### src/rtl/wcyc_pkg.sv
package wcyc_pkg;

    typedef enum logic [2:0] {
        ST_WAIT_SEL,
        ST_IDLE,
        ST_SELECTED,
        ST_LAUNCH,
        ST_PROG
    } wc_state_e;

    // synchronizer lane assignment
    localparam int SYNC_W  = 4;
    localparam int IDX_SEL = 0;
    localparam int IDX_WP  = 1;
    localparam int IDX_OK  = 2;
    localparam int IDX_ST  = 3;

    // select and protect pins reset to their inactive (high) level
    localparam logic [SYNC_W-1:0] SYNC_RST = 4'b0011;

endpackage

### src/rtl/wcyc_sync.sv
module wcyc_sync #(
    parameter int             W       = 4,
    parameter logic [W-1:0]   RST_VAL = '0
) (
    input  logic         clk,
    input  logic         rst_n,
    input  logic [W-1:0] d,
    output logic [W-1:0] q
);
    generate
        for (genvar i = 0; i < W; i++) begin : g_bit
            logic s1, s2;
            always_ff @(posedge clk or negedge rst_n) begin
                if (!rst_n) begin
                    s1 <= RST_VAL[i];
                    s2 <= RST_VAL[i];
                end else begin
                    s1 <= d[i];
                    s2 <= s1;
                end
            end
            assign q[i] = s2;
        end
    endgenerate
endmodule

### src/rtl/wcyc_timer.sv
module wcyc_timer #(
    parameter int PROG_CYCLES = 40
) (
    input  logic clk,
    input  logic rst_n,
    input  logic load,
    output logic last
);
    localparam int CW = $clog2(PROG_CYCLES + 1);

    logic [CW-1:0] cnt;

    always_ff @(posedge clk or negedge rst_n) begin
        if (!rst_n) begin
            cnt <= '0;
        end else if (load) begin
            cnt <= CW'(PROG_CYCLES - 1);
        end else if (cnt != '0) begin
            cnt <= cnt - 1'b1;
        end
    end

    assign last = (cnt == CW'(1));
endmodule

### src/rtl/wcyc_ctrl.sv
module wcyc_ctrl
    import wcyc_pkg::*;
#(
    parameter int PROG_CYCLES = 40
) (
    input  logic clk,
    input  logic rst_n,
    input  logic sel_n,
    input  logic wprot_n,
    input  logic prot_en,
    input  logic wr_seq_ok,
    input  logic wr_seq_stat,
    output logic busy,
    output logic standby,
    output logic stat_wr_en,
    output logic cyc_start
);
    logic [SYNC_W-1:0] raw_in, syn;
    logic sel_s, wp_s, ok_s, st_s;
    logic blocked, accept, rise_in_sel;
    logic t_last, kind_q;
    wc_state_e state, nxt;

    assign raw_in = {wr_seq_stat, wr_seq_ok, wprot_n, sel_n};

    wcyc_sync #(.W(SYNC_W), .RST_VAL(SYNC_RST)) u_sync (
        .clk(clk), .rst_n(rst_n), .d(raw_in), .q(syn)
    );

    assign sel_s = syn[IDX_SEL];
    assign wp_s  = syn[IDX_WP];
    assign ok_s  = syn[IDX_OK];
    assign st_s  = syn[IDX_ST];

    // protection applies only to status writes and only when enabled
    assign blocked     = st_s & prot_en & ~wp_s;
    assign accept      = ok_s & ~blocked;
    assign rise_in_sel = (state == ST_SELECTED) & sel_s;

    wcyc_timer #(.PROG_CYCLES(PROG_CYCLES)) u_timer (
        .clk(clk), .rst_n(rst_n), .load(state == ST_LAUNCH), .last(t_last)
    );

    always_comb begin
        nxt = state;
        unique case (state)
            ST_WAIT_SEL: if (!sel_s) nxt = ST_SELECTED;
            ST_IDLE:     if (!sel_s) nxt = ST_SELECTED;
            ST_SELECTED: if (sel_s)  nxt = accept ? ST_LAUNCH : ST_IDLE;
            ST_LAUNCH:   nxt = ST_PROG;
            ST_PROG:     if (t_last) nxt = sel_s ? ST_IDLE : ST_SELECTED;
            default:     nxt = ST_WAIT_SEL;
        endcase
    end

    always_ff @(posedge clk or negedge rst_n) begin
        if (!rst_n) state <= ST_WAIT_SEL;
        else        state <= nxt;
    end

    // kind of the launched sequence, frozen for the whole cycle
    always_ff @(posedge clk or negedge rst_n) begin
        if (!rst_n)                     kind_q <= 1'b0;
        else if (rise_in_sel && accept) kind_q <= st_s;
    end

    always_comb begin
        busy       = 1'b0;
        standby    = 1'b0;
        stat_wr_en = 1'b0;
        cyc_start  = 1'b0;
        unique case (state)
            ST_WAIT_SEL: standby = 1'b1;
            ST_IDLE:     standby = 1'b1;
            ST_SELECTED: standby = 1'b0;
            ST_LAUNCH: begin
                busy       = 1'b1;
                cyc_start  = 1'b1;
                stat_wr_en = kind_q;
            end
            ST_PROG:     busy = 1'b1;
            default:     standby = 1'b1;
        endcase
    end
endmodule

### config.mk
export PLATFORM = sky130hd
export DESIGN_NAME = wcyc_ctrl
export DESIGN_NICKNAME = d
export VERILOG_FILES = /design/src/rtl/wcyc_pkg.sv /design/src/rtl/wcyc_sync.sv /design/src/rtl/wcyc_timer.sv /design/src/rtl/wcyc_ctrl.sv
export SDC_FILE = /design/constraint.sdc
export NUM_CORES = 1
export LEC_CHECK = 0
export ABC_AREA = 1
export BUFFER_PORTS_ARGS = -buffer_cell sky130_fd_sc_hd__buf_2
export CAP_MARGIN = 0
export CORE_UTILIZATION = 35
export DETAILED_ROUTE_END_ITERATION = 8
export HOLD_SLACK_MARGIN = 0.12
export PLACE_DENSITY = 0.62
export SYNTH_ARGS = -nofsm -noshare
export SYNTH_HDL_FRONTEND = slang
export SYNTH_SLANG_ARGS = --single-unit
export TNS_END_PERCENT = 10
### constraint.sdc
create_clock -name clk -period 2.2 [get_ports clk]
set_clock_uncertainty 0.1 [all_clocks]
set_input_delay 0.22 -clock clk [delete_from_list [all_inputs] [get_ports clk]]
set_output_delay 0.22 -clock clk [all_outputs]
set_load 0.01 [all_outputs]
Word-level counts from Yosys, hierarchy flattened

Cells that the tools add are included.

Add/subtract/negate cells: 1
Equal/unequal tests: 8
Muxes and demuxes: 12
Bitwise gates (word level): 6
Reductions and logical operators: 8

Operator list:

| kind                                                               | count |
|---|---|
| 6-bit two-way mux                                                  | 2 |
| 3-bit one-hot mux with 4 select lines                              | 1 |
| 3-bit two-way mux                                                  | 3 |
| 3-bit by 2-bit == test with 1-bit output, second input constant    | 2 |
| 6-bit by 1-bit == test with 1-bit output, second input constant    | 1 |
| 6-bit nonzero test                                                 | 1 |
| 6-bit by 1-bit subtractor with 6-bit output, second input constant | 1 |
| 1-bit bitwise AND                                                  | 4 |
| 1-bit two-way mux                                                  | 4 |
| 2-bit two-way mux                                                  | 2 |
| 2-bit != test, second input constant                               | 2 |
| 2-bit OR reduction                                                 | 2 |
| 3-bit by 1-bit == test with 1-bit output, second input constant    | 1 |
| 3-bit == test, second input constant                               | 1 |
| 3-bit logical NOT                                                  | 1 |
| 3-bit AND reduction                                                | 1 |
| 3-bit OR reduction                                                 | 1 |
| 2-bit by 1-bit != test with 1-bit output, second input constant    | 1 |
| 1-bit NOT                                                          | 2 |
| 2-bit nonzero test                                                 | 1 |
| 1-bit logical AND                                                  | 1 |

Bits in registers: 18
Bits of input ports: 7
Word-level logic and storage cells: 46

Longest topological paths before layout

Gate-level depths: netlist (run 1).

Word-level depth: 7
Gate-level depth with buffers: 8
Gate-level depth less buffers: 8

By module

Synthesis (run 1) repeated with hierarchy kept, for this count alone.

Cells, all modules: 101
Area, all modules: 882.1 µm²

Modules (own cells, without submodules):

| module     | instances | cells an instance | area an instance (µm²) | seq. area each (µm²) |
|---|---|---|---|---|
| wcyc_timer | 1         | 47                | 365.4                  | 150.1 |
| wcyc_ctrl  | 1         | 42                | 281.5                  | 100.1 |
| wcyc_sync  | 1         | 12                | 235.2                  | 205.2 |

Worst setup path after synthesis (run 1)

No wires, ideal clock.

Path type: register to register
Start point: register u_timer.cnt[0]
End point: register u_timer.cnt[1]
Library setup time: 0.122 ns
Arrival time: 0.968 ns
Required time: 1.978 ns
Setup slack: 1.009 ns
Cell stages (with the launch flop): 7
Path buffers: 0
Clock period less this slack: 1.191 ns
Path through: dfrtp_1 inv_1 ha_1 nand3_2 nand2_2 nor2_1 a21oi_2

Longest elaborated chain between the ends: 3

RTL lines:

| what                                        | line             | source |
|---|---|---|
| from (decl)                                 | wcyc_timer.sv:11 | `logic [CW-1:0] cnt;` |
| from (signal assigned)                      | wcyc_timer.sv:17 | `cnt <= CW'(PROG_CYCLES - 1);` |
| from (signal assigned)                      | wcyc_timer.sv:19 | `cnt <= cnt - 1'b1;` |
| 6-bit by 1-bit subtractor with 6-bit output | wcyc_timer.sv:19 |  |
| 6-bit two-way mux                           | wcyc_timer.sv:18 | `end else if (cnt != '0) begin` |
| 6-bit two-way mux                           | wcyc_timer.sv:16 | `end else if (load) begin` |

Several ways; a longest one is shown, not always the timed one. The select of a mux whose other input is x is not followed.
A chain may end at the register's enable or synchronous reset.

Worst setup path after layout (run 1)

Start point: register state[2]
End point: output port stat_wr_en

Longest elaborated chain between the ends: 2

RTL lines:

| what                                     | line            | source |
|---|---|---|
| from (decl)                              | wcyc_ctrl.sv:22 | `wc_state_e state, nxt;` |
| from (signal assigned)                   | wcyc_ctrl.sv:58 | `else state <= nxt;` |
| 3-bit by 2-bit == test with 1-bit output | wcyc_ctrl.sv:72 | `unique case (state)` |
| 1-bit two-way mux                        | wcyc_ctrl.sv:72 |  |
| to (decl)                                | wcyc_ctrl.sv:15 | `output logic stat_wr_en,` |

No other way between the ends.

==> results of run 1 <==
[layout by cell type (no fill, tap or decap), types with 2 or more instances in the layout]
cell	synthesis	layout
nand3_2	3	3
clkbuf_4	0	3
o21ai_0	3	3
dfrtp_1	14	14
ha_1	3	3
nor2_1	7	7
inv_1	12	12
inv_2	3	3
dlygate4sd3_1	0	5
nand3_1	6	6
buf_2	0	10
nand2_2	4	4
nand2_1	22	22
dfstp_2	4	4
nor2_2	2	2
[logic make-up (layout without fill, tap and decap cells)]
group	after synthesis	after routing	share of synthesized area (%)
adder cells (fa/ha/maj)	3	3	4.48
AO/OA/AOI/OAI	9	9	7.16
flip-flops	18	18	54.3
AND/OR/NAND/NOR	46	46	26.3
XOR/XNOR	1	1	1.04
buffers and inverters	15	34	6.72
[critical path: cells and delay by family, from the launching register on]
family / cells / cell delay [ns]
buf+inv: 2 / 0.26
simple gates: 2 / 0.34
flops: 1 / 0.40
[layout make-up]
cell class                 count  area share [%]
inverter                      15            5.58
clock buffer                   4            3.59
sequential                    18            45.1
timing repair buffer          15            9.91
multi-input combinational     59            32.3
tap                           28            3.47
[power breakdown]
part	switching (mW)	leakage, nW	internal [mW]
Combinational	0.314	0.305	0.205
Sequential	0.0746	0.210	0.431
Clock	0.101	0.0210	0.101
Total	0.490	0.535	0.738
[sequential cells by signal, summed over array words and instances, names as in the netlist]
| signal | cells |
|---|---|
| kind_q | 1 |
| state | 3 |
| u_sync.g_bit.s1 | 4 |
| u_sync.g_bit.s2 | 4 |
| u_timer.cnt | 6 |
[worst paths after layout]
kind | from | to | cells past startpoint
max | state[2]$_DFFE_PN0P_ | stat_wr_en | 4
min | prot_en | kind_q$_DFFE_PN0P_ | 6
max reg2reg | u_timer.cnt[0]$_DFFE_PN0P_ | u_timer.cnt[1]$_DFFE_PN0P_ | 5
min reg2reg | u_sync.g_bit[2].s1$_DFF_PN0_ | u_sync.g_bit[2].s2$_DFF_PN0_ | 0
max in group asynchronous | rst_n | u_sync.g_bit[1].s2$_DFF_PN1_ | 2
min in group asynchronous | rst_n | u_timer.cnt[4]$_DFFE_PN0P_ | 2
[layer usage]
| layer | vias to the layer above | global-route usage, % | wire length (um) |
|---|---|---|---|
| li1 | 322 | - | - |
| met1 | 278 | 13.4 | 612 |
| met2 | 13 | 20.4 | 641 |
| met3 | 5 | 3.27 | 47 |
| met4 | 0 | 8.33 | 37 |
| met5 | - | 0 | 0 |
==> summary.txt, run 1 <==
Final layout
  • Final #Nets: 122
  • Antenna cell count: 0
  • FF/Latch Area: 455 sq um
  • Layout cells sized above 1: 28.8%
  • Final core area utilization: 45.2%
  • Filler instances: 222
  • Final instance area: 0.00101 sq mm
  • Area Growth Syn to Fin: 20.4%
  • Multi-input logic area: 327 sq um
  • Post-route insts no fill: 139

Die
  • Initial cell density of the core: 37.5%
  • I/O Pins: 11
  • # rows: 17
  • Die height: 50.9 um
  • Die W: 50.9 um
  • Core ar.: 0.00223 sq mm
  • Full die area: 0.00259 sq mm

STA
  • Least-Margin Pin Slew: 0.389 ns
  • Setup WS post-layout: 0.580 ns
  • Achievable clock frequency: 0.617 GHz
  • Setup-failing EPs final: 0
  • Fin crit share: 73.6%
  • Minimum clock period: 1.62 ns
  • Hold Vio Cnt, Final: 0
  • Final setup TNS: 0 ns
  • RSZ-0062 raised after global routing: no
  • Worst relative slew slack: 74.1%
  • Max-slew violations: 0
  • Fin Hold WS: 0.230 ns

Power
  • VDD IR max: 0.685 mV
  • Lkg Pwr: 0.535 nW
  • Power Density: 1220 mW/mm^2
  • Total power: 1.23 mW

Clocking
  • CTS tree: yes
  • Cts hold-fix bufs: 5
  • H-tree depth: 1
  • CTS Buffer Depth: 2
  • Register clock-pin slew on the reported worst setup and hold paths: 0.10 ns
  • Post-CTS Setup Inserts: 0
  • CTS resizes: 0
  • Clock sinks: 18
  • CTS Buf Count: 3
  • Root Driver: clkbuf_4
  • Clk_lat worst skew: 0.29 ns

Route
  • Remaining antenna violation count after routing: 0
  • DRC Markers: 0
  • Via count: 618
  • Vias per cell: 4.45
  • First DRT Iteration DRCs: 14
  • DR WL/cell: 9.63 um
  • Iteration count of the initial detailed-routing pass: 4
  • Final WL: 1340 um

Setup path
  • Crit. End Element: primary output
  • CP max stage cell: dfrtp_1
  • Worst Path Arrival: 1.30 ns
  • Worst path max stage delay: 0.40 ns
  • Crit-path cells: inv_1 > nand3_2 > nor2_1 > buf_2
  • CP required: 1.88 ns
  • CP Launch Type: flop
  • R2r setup slk: 0.89 ns
  • Setup CP Type: reg2out
  • CP max FO: 8

Yosys
  • Post-synth top flop: dfrtp_1
  • Synthesized cell area: 838 sq um
  • Ys async rst share: 100%
  • Unique masters post-synth: 21
  • Sequential fraction of the synthesis area: 54.3%
  • Largest area contributor in the synthesized netlist: dfrtp_1
  • Top cells by count, synth: nand2_1, dfrtp_1, inv_1, nor2_1, nand3_1
  • Number of synthesized flops with an enable pin: 0
  • YS warnings: 0
  • Dominant cell by count in the synthesized netlist: nand2_1
  • Synth area leaders: dfrtp_1, dfstp_2, nand2_1
  • Syn Area/Cell: 9.11 sq um
  • Yosys reg bits: 18
  • Synthesized Nets: 102
  • Post-synth top area share: 41.8%
  • Cells after Synth: 92

Placement
  • Placer Congestion: 0.826
  • DPL Wire Length: 995 um
  • IO buf count: 10
  • Pre-CTS WS: 0.894 ns
  • Placed Area: 923 sq um
  • Placed Instances: 130

Min path
  • Worst hold path class: in2reg

GRT
  • Global-route wire length before repair: 2280 um
  • Largest net degree at the start of global routing: 19
  • GRT Overall Usage: 12.2%
  • Initial antenna violation count: 0
  • Global route overflow: 0
  • Vias in the first global route: 597

Job
  • Max Cap Violations: 0

Run status
  • Status: finished clean
Note: power is estimated with default switching activity, not from simulation.
==> run 2: changes to the inputs <==
clock period = 1.58 ns   (was 2.2 ns; I/O delays follow)
==> summary.txt, run 2 (synthesis results as in run 1) <==
Run status
  • Status: finished clean

Die
  • I/O Pins: 11 (unchanged)
  • # rows: 17 (unchanged)
  • Core ar.: 0.00223 sq mm (unchanged)
  • Die W: 50.9 um (unchanged)
  • Die height: 50.9 um (unchanged)
  • Full die area: 0.00259 sq mm (unchanged)
  • Initial cell density of the core: 37.5% (unchanged)

Route
  • DRC Markers: 0 (unchanged)
  • Iteration count of the initial detailed-routing pass: 4 (unchanged)
  • DR WL/cell: 10.1 um (+4.6%)
  • Remaining antenna violation count after routing: 0 (unchanged)
  • First DRT Iteration DRCs: 12 (-2)
  • Final WL: 1400 um (+4.6%)
  • Vias per cell: 4.43 (-0.32%)
  • Via count: 616 (-0.32%)

Final layout
  • Most frequent cells in the layout: nand2_1, dfrtp_1, inv_1
  • Biggest regs: u_timer.cnt (6), u_sync.g_bit.s1 (4), u_sync.g_bit.s2 (4)
  • Largest register by flop count: u_timer.cnt
  • Multi-input logic area: 334 sq um (+2.3%)
  • Area Growth Syn to Fin: 21.3%
  • FF/Latch Area: 455 sq um (unchanged)
  • Post-route insts no fill: 139 (unchanged)
  • Commonest non-fill, non-tap cell in the layout: nand2_1
  • Final #Nets: 122 (unchanged)
  • Filler instances: 222 (unchanged)
  • Max FFs per register: 6 (unchanged)
  • Antenna cell count: 0 (unchanged)
  • Layout cells sized above 1: 29.7% (+0.90 points)

GRT
  • Initial antenna violation count: 0 (unchanged)
  • Vias in the first global route: 629 (+5.4%)
  • GRT Overall Usage: 12.6% (+0.40 points)
  • Global-route wire length before repair: 2490 um (+9.4%)
  • Global route overflow: 0 (unchanged)
  • Largest net degree at the start of global routing: 19 (unchanged)

Power
  • VDD IR max: 0.866 mV (+26%)
  • Comb power frac: 42.8% (+0.5 points)
  • Net Sw Power: 0.706 mW (+44%)
  • Clk pwr share: 16.0% (-0.4 points)
  • Power Density: 1710 mW/mm^2 (+41%)
  • Sequential share of power: 41.2% (about the same)
  • Lkg Pwr: 0.536 nW (about the same)
  • Pint: 1.03 mW (+40%)
  • Sw Share: 40.6% (+0.69 points)

STA
  • Setup-failing EPs final: 0 (unchanged)
  • Max-slew violations: 0 (unchanged)
  • Worst relative slew slack: 73.5% (-0.57 points)
  • Minimum clock period: 1.48 ns
  • Least-Margin Pin Slew: 0.397 ns (+0.00862 ns)
  • Achievable clock frequency: 0.676 GHz
  • Hold Vio Cnt, Final: 0 (unchanged)
  • Fin crit share: 93.6%
  • RSZ-0062 raised after global routing: no
  • Final setup TNS: 0 ns (unchanged)

Setup path
  • CP max stage cell: dfrtp_1
  • CP Launch Type: flop
  • R2r setup slk: 0.23 ns (-0.66 ns)
  • Crit-path cells: nor2_2 > nand2_2 > nand2_1 > buf_2
  • Worst Path Arrival: 1.22 ns (-0.08 ns)
  • Worst path max stage delay: 0.46 ns (+0.06 ns)
  • CP bufs+invs: 1 (-1)
  • Critical path's top delay family: flip-flops
  • CP required: 1.32 ns (-0.56 ns)
  • Crit. End Element: primary output
  • CP max FO: 4 (-4)
  • Setup CP Type: reg2out

Job
  • Max Cap Violations: 0 (unchanged)

Clocking
  • Post-CTS Setup Inserts: 0 (unchanged)
  • Clk_lat worst skew: 0.29 ns (about the same)
  • Root Driver: clkbuf_4
  • CTS Buffer Depth: 2 (unchanged)
  • Register clock-pin slew on the reported worst setup and hold paths: 0.10 ns (about the same)
  • CTS Buf Count: 3 (unchanged)
  • Clock sinks: 18 (unchanged)
  • H-tree depth: 1 (unchanged)
  • CTS tree: yes

Placement
  • Placed Instances: 130 (unchanged)
  • DPL Wire Length: 1050 um (+5.7%)
  • Placer Congestion: 0.785 (-5.0%)
  • IO buf count: 10 (unchanged)

Min path
  • Worst hold path class: in2reg
[run 2: cell counts in the layout (fill, tap and decap cells not counted)]
No cell type changed its count.
[run 2: final cells by class]
class                      count  area share, %
clock buffer                   4           3.57
multi-input combinational     59           32.8
sequential                    18           44.8
timing repair buffer          15           9.84
inverter                      15           5.54
tap                           28           3.44
[run 2: per-stage QoR]
stage / setup slack, ns / area [sq um] / power (mW) / utilization (%) / hold slack [ns]
after detailed placement: 0.241 / 923 / 1.45 / 41.3 / 0.00516
after global routing: 0.0342 / 1020 / 1.89 / 45.5 / 0.207
after floorplan: 0.389 / 838 / 1.26 / - / -0.238
final: 0.101 / 1020 / 1.74 / 45.5 / 0.172
after global placement: 0.336 / 923 / 1.42 / 41.3 / 0.00600
after CTS: 0.0481 / 1020 / 1.76 / 45.5 / 0.171
[run 2: final timing paths]
check,to,from,cells after the start
max,busy,state[0]$_DFFE_PN0P_,4
min,kind_q$_DFFE_PN0P_,prot_en,6
max reg2reg,u_timer.cnt[1]$_DFFE_PN0P_,u_timer.cnt[0]$_DFFE_PN0P_,5
min reg2reg,u_sync.g_bit[2].s2$_DFF_PN0_,u_sync.g_bit[2].s1$_DFF_PN0_,0
max in group asynchronous,u_sync.g_bit[1].s1$_DFF_PN1_,rst_n,2
min in group asynchronous,u_timer.cnt[0]$_DFFE_PN0P_,rst_n,2
[run 2: power groups by stage]
stage / Clock (mW) / Combinational, mW / Sequential [mW]
after global placement: 0 / 0.708 / 0.709
after global routing: 0.311 / 0.849 / 0.732
after floorplan: 0 / 0.568 / 0.691
after detailed placement: 0 / 0.735 / 0.715
after CTS: 0.291 / 0.755 / 0.714
final: 0.278 / 0.744 / 0.717
[run 2: repair_timing]
item	in CTS	in global routing
resized for setup	1	1
setup endpoints to repair	1	1
hold endpoints to repair	22	0
hold buffers	5	0
pin swaps	0	0
[run 2: layer usage]
layer	GRT usage (%)	share of wire, %	vias to the layer above
li1	-	-	324
met1	15.2	49	282
met2	22.8	48	10
met3	2.68	2.4	0
met4	2.78	0	0
met5	0	0	-
[run 2: tightest hold or removal path: stages]
cell and delay, ns:
buf_2 0.08, nand3b_1 0.08, nand2_1 0.06, nor2_1 0.04, nand3_1 0.06, nand2_1 0.05
